<file path="src/rtl/refsw_pkg.sv">
`timescale 1ns/1ps
package refsw_pkg;
  typedef enum logic [2:0] {
    ST_IDLE,
    ST_ARB,
    ST_LUT,
    ST_SEL_RD,
    ST_SEL_WR,
    ST_FIN
  } refsw_state_e;

  localparam int NUM_MUX = 2;
endpackage

</file>
<file path="src/rtl/refsw_addr.sv">
`timescale 1ns/1ps
module refsw_addr #(
  parameter int ADDR_W    = 10,
  parameter int IDX_W     = 3,
  parameter int NUM_MUX   = 2,
  parameter int LUT0_BASE = 'h117,
  parameter int LUT1_BASE = 'h11D,
  parameter int SEL0_ADDR = 'h114,
  parameter int SEL1_ADDR = 'h11C
) (
  input  logic [IDX_W-1:0]               idx_i,
  output logic [NUM_MUX-1:0][ADDR_W-1:0] lut_addr_o,
  output logic [NUM_MUX-1:0][ADDR_W-1:0] sel_addr_o
);
  for (genvar m = 0; m < NUM_MUX; m++) begin : g_mux
    localparam int LBASE = (m == 0) ? LUT0_BASE : LUT1_BASE;
    localparam int SADDR = (m == 0) ? SEL0_ADDR : SEL1_ADDR;
    assign lut_addr_o[m] = ADDR_W'(LBASE) + ADDR_W'(idx_i);
    assign sel_addr_o[m] = ADDR_W'(SADDR);
  end
endmodule

</file>
<file path="src/rtl/refsw_merge.sv">
`timescale 1ns/1ps
module refsw_merge #(
  parameter int DATA_W  = 32,
  parameter int FIELD_W = 8
) (
  input  logic [DATA_W-1:0]  word_i,
  input  logic [FIELD_W-1:0] field_i,
  output logic [DATA_W-1:0]  merged_o
);
  if (FIELD_W < DATA_W) begin : g_keep_upper
    assign merged_o = {word_i[DATA_W-1:FIELD_W], field_i};
  end else begin : g_full
    assign merged_o = field_i[DATA_W-1:0];
  end
endmodule

</file>
<file path="src/rtl/refsw_ctrl.sv">
`timescale 1ns/1ps
module refsw_ctrl
  import refsw_pkg::*;
#(
  parameter int ADDR_W     = 10,
  parameter int DATA_W     = 32,
  parameter int FIELD_W    = 8,
  parameter int IDX_W      = 3,
  parameter int NUM_REFCLK = 5
) (
  input  logic                           clk,
  input  logic                           rst,
  input  logic                           start_i,
  input  logic [IDX_W-1:0]               idx_i,
  input  logic                           gnt_i,
  input  logic                           wait_i,
  input  logic [DATA_W-1:0]              rdata_i,
  input  logic [NUM_MUX-1:0][ADDR_W-1:0] lut_addr_i,
  input  logic [NUM_MUX-1:0][ADDR_W-1:0] sel_addr_i,
  input  logic [DATA_W-1:0]              merged_i,
  output logic [IDX_W-1:0]               idx_o,
  output logic [FIELD_W-1:0]             field_o,
  output logic [ADDR_W-1:0]              addr_o,
  output logic                           rd_o,
  output logic                           wr_o,
  output logic [DATA_W-1:0]              wdata_o,
  output logic                           req_o,
  output logic                           busy_o,
  output logic                           done_o,
  output logic                           err_o
);
  localparam int MUX_W = (NUM_MUX > 1) ? $clog2(NUM_MUX) : 1;
  localparam logic [MUX_W-1:0] LAST_MUX = MUX_W'(NUM_MUX - 1);

  refsw_state_e     st;
  logic [MUX_W-1:0] mux_q;
  logic             idx_ok;
  logic             accept;

  assign idx_ok = (32'(idx_i) < NUM_REFCLK);
  assign accept = (rd_o || wr_o) && !wait_i;

  always_ff @(posedge clk) begin
    if (rst) begin
      st      <= ST_IDLE;
      mux_q   <= '0;
      idx_o   <= '0;
      field_o <= '0;
      addr_o  <= '0;
      rd_o    <= 1'b0;
      wr_o    <= 1'b0;
      wdata_o <= '0;
      req_o   <= 1'b0;
      busy_o  <= 1'b0;
      done_o  <= 1'b0;
      err_o   <= 1'b0;
    end else begin
      done_o <= 1'b0;
      err_o  <= 1'b0;
      case (st)
        ST_IDLE: begin
          if (start_i) begin
            if (idx_ok) begin
              idx_o  <= idx_i;
              mux_q  <= '0;
              req_o  <= 1'b1;
              busy_o <= 1'b1;
              st     <= ST_ARB;
            end else begin
              err_o <= 1'b1;
            end
          end
        end
        ST_ARB: begin
          if (gnt_i) begin
            rd_o   <= 1'b1;
            addr_o <= lut_addr_i[0];
            st     <= ST_LUT;
          end
        end
        ST_LUT: begin
          if (accept) begin
            field_o <= rdata_i[FIELD_W-1:0];
            addr_o  <= sel_addr_i[mux_q];
            st      <= ST_SEL_RD;
          end
        end
        ST_SEL_RD: begin
          if (accept) begin
            rd_o    <= 1'b0;
            wr_o    <= 1'b1;
            wdata_o <= merged_i;
            st      <= ST_SEL_WR;
          end
        end
        ST_SEL_WR: begin
          if (accept) begin
            wr_o <= 1'b0;
            if (mux_q == LAST_MUX) begin
              req_o <= 1'b0;
              st    <= ST_FIN;
            end else begin
              mux_q  <= mux_q + 1'b1;
              rd_o   <= 1'b1;
              addr_o <= lut_addr_i[mux_q + 1'b1];
              st     <= ST_LUT;
            end
          end
        end
        ST_FIN: begin
          done_o <= 1'b1;
          busy_o <= 1'b0;
          st     <= ST_IDLE;
        end
        default: st <= ST_IDLE;
      endcase
    end
  end


  cmd_excl_chk: assert property (@(posedge clk) disable iff (rst)
    !(rd_o && wr_o));


  rd_hold_chk: assert property (@(posedge clk) disable iff (rst)
    (rd_o && wait_i) |=> (rd_o && $stable(addr_o)));


  wr_hold_chk: assert property (@(posedge clk) disable iff (rst)
    (wr_o && wait_i) |=> (wr_o && $stable(addr_o) && $stable(wdata_o)));


  cmd_owned_chk: assert property (@(posedge clk) disable iff (rst)
    (rd_o || wr_o) |-> (req_o && busy_o));


  wr_target_chk: assert property (@(posedge clk) disable iff (rst)
    wr_o |-> ((addr_o == sel_addr_i[0]) || (addr_o == sel_addr_i[NUM_MUX-1])));


  done_pulse_chk: assert property (@(posedge clk) disable iff (rst)
    done_o |=> !done_o);


  rel_then_done_chk: assert property (@(posedge clk) disable iff (rst)
    $fell(req_o) |=> done_o);


  err_quiet_chk: assert property (@(posedge clk) disable iff (rst)
    err_o |-> (!req_o && !rd_o && !wr_o && !busy_o));
endmodule

</file>
<file path="src/rtl/refclk_switch_seq.sv">
`timescale 1ns/1ps
module refclk_switch_seq #(
  parameter int ADDR_W     = 10,
  parameter int DATA_W     = 32,
  parameter int FIELD_W    = 8,
  parameter int IDX_W      = 3,
  parameter int NUM_REFCLK = 5,
  parameter int LUT0_BASE  = 'h117,
  parameter int LUT1_BASE  = 'h11D,
  parameter int SEL0_ADDR  = 'h114,
  parameter int SEL1_ADDR  = 'h11C
) (
  input  logic              clk,
  input  logic              rst,
  input  logic              start_i,
  input  logic [IDX_W-1:0]  idx_i,
  output logic              busy_o,
  output logic              done_o,
  output logic              err_o,
  output logic              bus_req_o,
  input  logic              bus_gnt_i,
  output logic [ADDR_W-1:0] cfg_addr_o,
  output logic              cfg_rd_o,
  output logic              cfg_wr_o,
  output logic [DATA_W-1:0] cfg_wdata_o,
  input  logic [DATA_W-1:0] cfg_rdata_i,
  input  logic              cfg_wait_i
);
  localparam int NMUX = refsw_pkg::NUM_MUX;

  logic [IDX_W-1:0]            idx_q;
  logic [FIELD_W-1:0]          field_q;
  logic [NMUX-1:0][ADDR_W-1:0] lut_addr;
  logic [NMUX-1:0][ADDR_W-1:0] sel_addr;
  logic [DATA_W-1:0]           merged;

  refsw_addr #(
    .ADDR_W(ADDR_W), .IDX_W(IDX_W), .NUM_MUX(NMUX),
    .LUT0_BASE(LUT0_BASE), .LUT1_BASE(LUT1_BASE),
    .SEL0_ADDR(SEL0_ADDR), .SEL1_ADDR(SEL1_ADDR)
  ) u_addr (
    .idx_i      (idx_q),
    .lut_addr_o (lut_addr),
    .sel_addr_o (sel_addr)
  );

  refsw_merge #(.DATA_W(DATA_W), .FIELD_W(FIELD_W)) u_merge (
    .word_i   (cfg_rdata_i),
    .field_i  (field_q),
    .merged_o (merged)
  );

  refsw_ctrl #(
    .ADDR_W(ADDR_W), .DATA_W(DATA_W), .FIELD_W(FIELD_W),
    .IDX_W(IDX_W), .NUM_REFCLK(NUM_REFCLK)
  ) u_ctrl (
    .clk        (clk),
    .rst        (rst),
    .start_i    (start_i),
    .idx_i      (idx_i),
    .gnt_i      (bus_gnt_i),
    .wait_i     (cfg_wait_i),
    .rdata_i    (cfg_rdata_i),
    .lut_addr_i (lut_addr),
    .sel_addr_i (sel_addr),
    .merged_i   (merged),
    .idx_o      (idx_q),
    .field_o    (field_q),
    .addr_o     (cfg_addr_o),
    .rd_o       (cfg_rd_o),
    .wr_o       (cfg_wr_o),
    .wdata_o    (cfg_wdata_o),
    .req_o      (bus_req_o),
    .busy_o     (busy_o),
    .done_o     (done_o),
    .err_o      (err_o)
  );
endmodule

</file>
<file path="config.mk">
export PLATFORM = sky130hd
export DESIGN_NAME = refclk_switch_seq
export DESIGN_NICKNAME = d
export VERILOG_FILES = /design/src/rtl/refsw_pkg.sv /design/src/rtl/refsw_addr.sv /design/src/rtl/refsw_merge.sv /design/src/rtl/refsw_ctrl.sv /design/src/rtl/refclk_switch_seq.sv
export SDC_FILE = /design/constraint.sdc
export NUM_CORES = 1
export LEC_CHECK = 0
export CAP_MARGIN = 15
export CORE_UTILIZATION = 40
export DETAILED_ROUTE_END_ITERATION = 16
export DONT_BUFFER_PORTS = 1
export PLACE_DENSITY_LB_ADDON = 0.3
export SYNTH_ARGS = -nofsm -noshare
export SYNTH_HDL_FRONTEND = slang
export SYNTH_SLANG_ARGS = --single-unit
</file>
<file path="constraint.sdc">
create_clock -name clk -period 2.3 [get_ports clk]
set_input_delay 0.115 -clock clk [delete_from_list [all_inputs] [get_ports clk]]
set_output_delay 0.115 -clock clk [all_outputs]
set_load 0.03 [all_outputs]
</file>
==> impl_metrics.ini <==
[status]
outcome = finished clean

[clock_network]
cts_tree = built
htree_levels = 3
cts_resized = 0
root_buffer = clkbuf_8
clk_pin_slew_worst_paths_ps = 70
cts_hold_buffers = 37
cts_buffers = 9
clock-sinks = 60
post-cts-setup-buffers = 0
cts_buffer_depth = 2
worstSkewPairLatency_ps = 340

[worst_setup_path]
worst-path-buf-inv = 0
critPathMaxStageDelay_ps = 550
worstPathArrival_ps = 2050
cp_top_family = simple AND/OR/NAND/NOR gates
worstPathMaxFanout = 11
crit_slowest_cell = dfxtp_1
r2r_start = u_ctrl.st[1]
critPathKind = flip-flop to flip-flop
worst_setup_path_end_kind = flip-flop
reg2reg_slack_ps = 470
cp_cell_sequence = nor3b_2, and2_1, mux2i_1, nor2_1
worstPathRequired_ps = 2520
r2r-end = u_ctrl.field_o[5]
r2r_cells = 4
critPathLaunchType = flip-flop

[logic_synthesis]
synth_cells = 285
netlist_area_um2 = 2460
ys_top_cells_by_area = dfxtp_1, nand2_1, a21oi_1, mux2i_1, nor2_1
synth_top_area_cell = dfxtp_1
synth.top_cell.area_share_pct = 48.9
async_flop_share_pct = 0
yosys_register_bits = 60
yosysUniqueCellTypes = 40
ys_warn_count = 0
synth_edf_count = 0
synth_ff_type = dfxtp_1
synth_seq_area_share_pct = 48.9
avgSynthCellArea_um2 = 8.62

[floorplanning]
die_area_um2 = 6460
io_pins = 88
core_area_um2 = 5920
start_util_pct = 41.5
num_rows = 28
die_h_um = 80.4
dieWidth_um = 80.4

[timing]
finalHoldViolations = 0
fin_crit_ps = 1830
setup_slack_ps = 473
clock_skew_ps = 9.38
worstMarginPinSlew_ps = 553
max_freq_mhz = 547
relSlewSlack_pct = 63.0
rsz0062_at_grt = no
fin_crit_sh_pct = 79.4
setup_tns_ps = 0
setup_violations = 0
drv_slew = 0

[layout]
final_common_cell = nand2_1
syn_to_final_growth_pct = 26.4
final_cell_mix = nand2_1, dfxtp_1, a21oi_1
diodes = 0
final_core_util_pct = 52.5
fin_nets = 362
drive_above_1_share_pct = 10.2

[global_route]
gr-total-overflow = 0
grt_antenna_before_repair = 0
grt_pass1_vias = 1849
grt_pass1_wl_um = 9010
grt_max_degree = 60
track_usage_pct = 18.6

[place]
pre_cts_slack_ps = 488
dp_hpwl_um = 3460
gp_routability_congestion = 0.839
port_buffers = 0

[power_and_ir_drop]
p_comb_share_pct = 10.4
vdd_ir_drop_max_uv = 406
pwr-share-seq_pct = 45.7
leakagePower_nw = 1.11
power_density_nw_per_um2 = 807
p_switching_uw = 636
p_sw_share_pct = 25.4
clkPwrFrac_pct = 43.9
intPower_mw = 1.87

[hold_path]
whs_endpoint = u_ctrl.addr_o[5]
hold_start = rst
whs_path_depth = 2
worstHoldPathType = primary input to flip-flop

[detailed_routing]
drc_errors = 0
viasPerCell = 5.09
antenna_left = 0
dr.pass1.iters = 4
vias = 2031
routed_wl_um = 5700
avgRoutedWirePerCell_um = 14.3
drtIter0Drc = 150

[run]
cap_violations = 0
-- cells in the mapped netlist (all sizes together), types with 2 or more instances --
library cell and count:
a21oi 41, mux2 2, nor3b 2, nor3 5
nand4 2, o21ai 7, nand3 3, o21a 3
mux2i 12, clkbuf 10, dfxtp 60, inv 8
ha 3, nor2 17, a31oi 3, a211oi 2
nand2 70, xnor2 2, nand2b 3, a311oi 3
buf 11, nor2b 4
-- flip-flops by register name, indices dropped and copies added (netlist names) --
| signal | flops |
|---|---|
| u_ctrl.wr_o | 1 |
| u_ctrl.st | 3 |
| u_ctrl.idx_o | 3 |
| u_ctrl.mux_q | 1 |
| u_ctrl.done_o | 1 |
| u_ctrl.err_o | 1 |
| u_ctrl.req_o | 1 |
| u_ctrl.field_o | 8 |
| u_ctrl.addr_o | 7 |
| u_ctrl.wdata_o | 32 |
| u_ctrl.busy_o | 1 |
| u_ctrl.rd_o | 1 |
-- final cells by class --
| class | instances | area [um^2] |
|---|---|---|
| fillers | 578 | 2820 |
| flip-flops and latches | 60 | 1200 |
| multi-input cells | 198 | 1120 |
| repair buffers | 42 | 425 |
| clock buffers | 11 | 151 |
| well taps | 75 | 93.8 |
| clock inverters | 5 | 82.6 |
| inverters | 8 | 30.0 |
-- per-layer routing --
layer	vias to the layer above	routed length (um)	track usage (%)
met5	-	0	0
met4	0	221	12.1
met3	19	317	5.34
met2	62	2720	27.6
met1	932	2440	23.2
li1	1018	-	-
-- worst max-delay path by stage --
stage | start | slack (ps) | end | cells past startpoint
floorplan | u_ctrl.st[2] | 690 | u_ctrl.addr_o[0] | 5
global placement | u_ctrl.st[1] | 520 | u_ctrl.field_o[3] | 4
detailed placement | u_ctrl.st[1] | 490 | u_ctrl.field_o[7] | 4
CTS | u_ctrl.st[1] | 470 | u_ctrl.field_o[5] | 4
global route | u_ctrl.st[1] | 320 | u_ctrl.wdata_o[22] | 5
finish | u_ctrl.st[1] | 470 | u_ctrl.field_o[5] | 4
-- power groups by stage --
stage	sequential (mW)	combinational (mW)	clock, mW
CTS	1.15	0.258	1.12
floorplan	1.15	0.184	0
detailed placement	1.17	0.187	0
global route	1.15	0.284	1.18
global placement	1.17	0.183	0
finish	1.15	0.260	1.10
-- metrics by stage --
step | power (mW) | hold WS, ps | std cells | instance area (um^2)
5_1_grt | 2.61 | 31.4 | 399 | 3110
3_3_place_gp | 1.35 | 193 | 346 | 2480
3_5_place_dp | 1.36 | 192 | 346 | 2480
2_1_floorplan | 1.34 | 251 | 287 | 2460
6_report | 2.51 | 38.5 | 399 | 3110
4_1_cts | 2.53 | 25.7 | 399 | 3110
-- worst register-to-register path, delay by kind of cell, from the launching register on --
kind / cells / cell delay [ps]
multiplexers: 1 / 240
AND/OR/NAND/NOR: 3 / 930
flip-flops: 1 / 550
-- kinds of logic (layout without fill, tap and decap cells) --
family,after synthesis,count (layout),synth area share (%)
xor gates and xnor gates,2,2,0.713
DFF,60,60,48.9
and+or+nand+nor,112,112,21.0
other,1,3,0.153
AOI/OAI and AO/OA,64,64,15.8
adders and majority gates,3,3,1.53
buffers and inverters,29,66,5.76
muxes,14,14,6.11
Note: power is estimated with default switching activity, not from simulation.
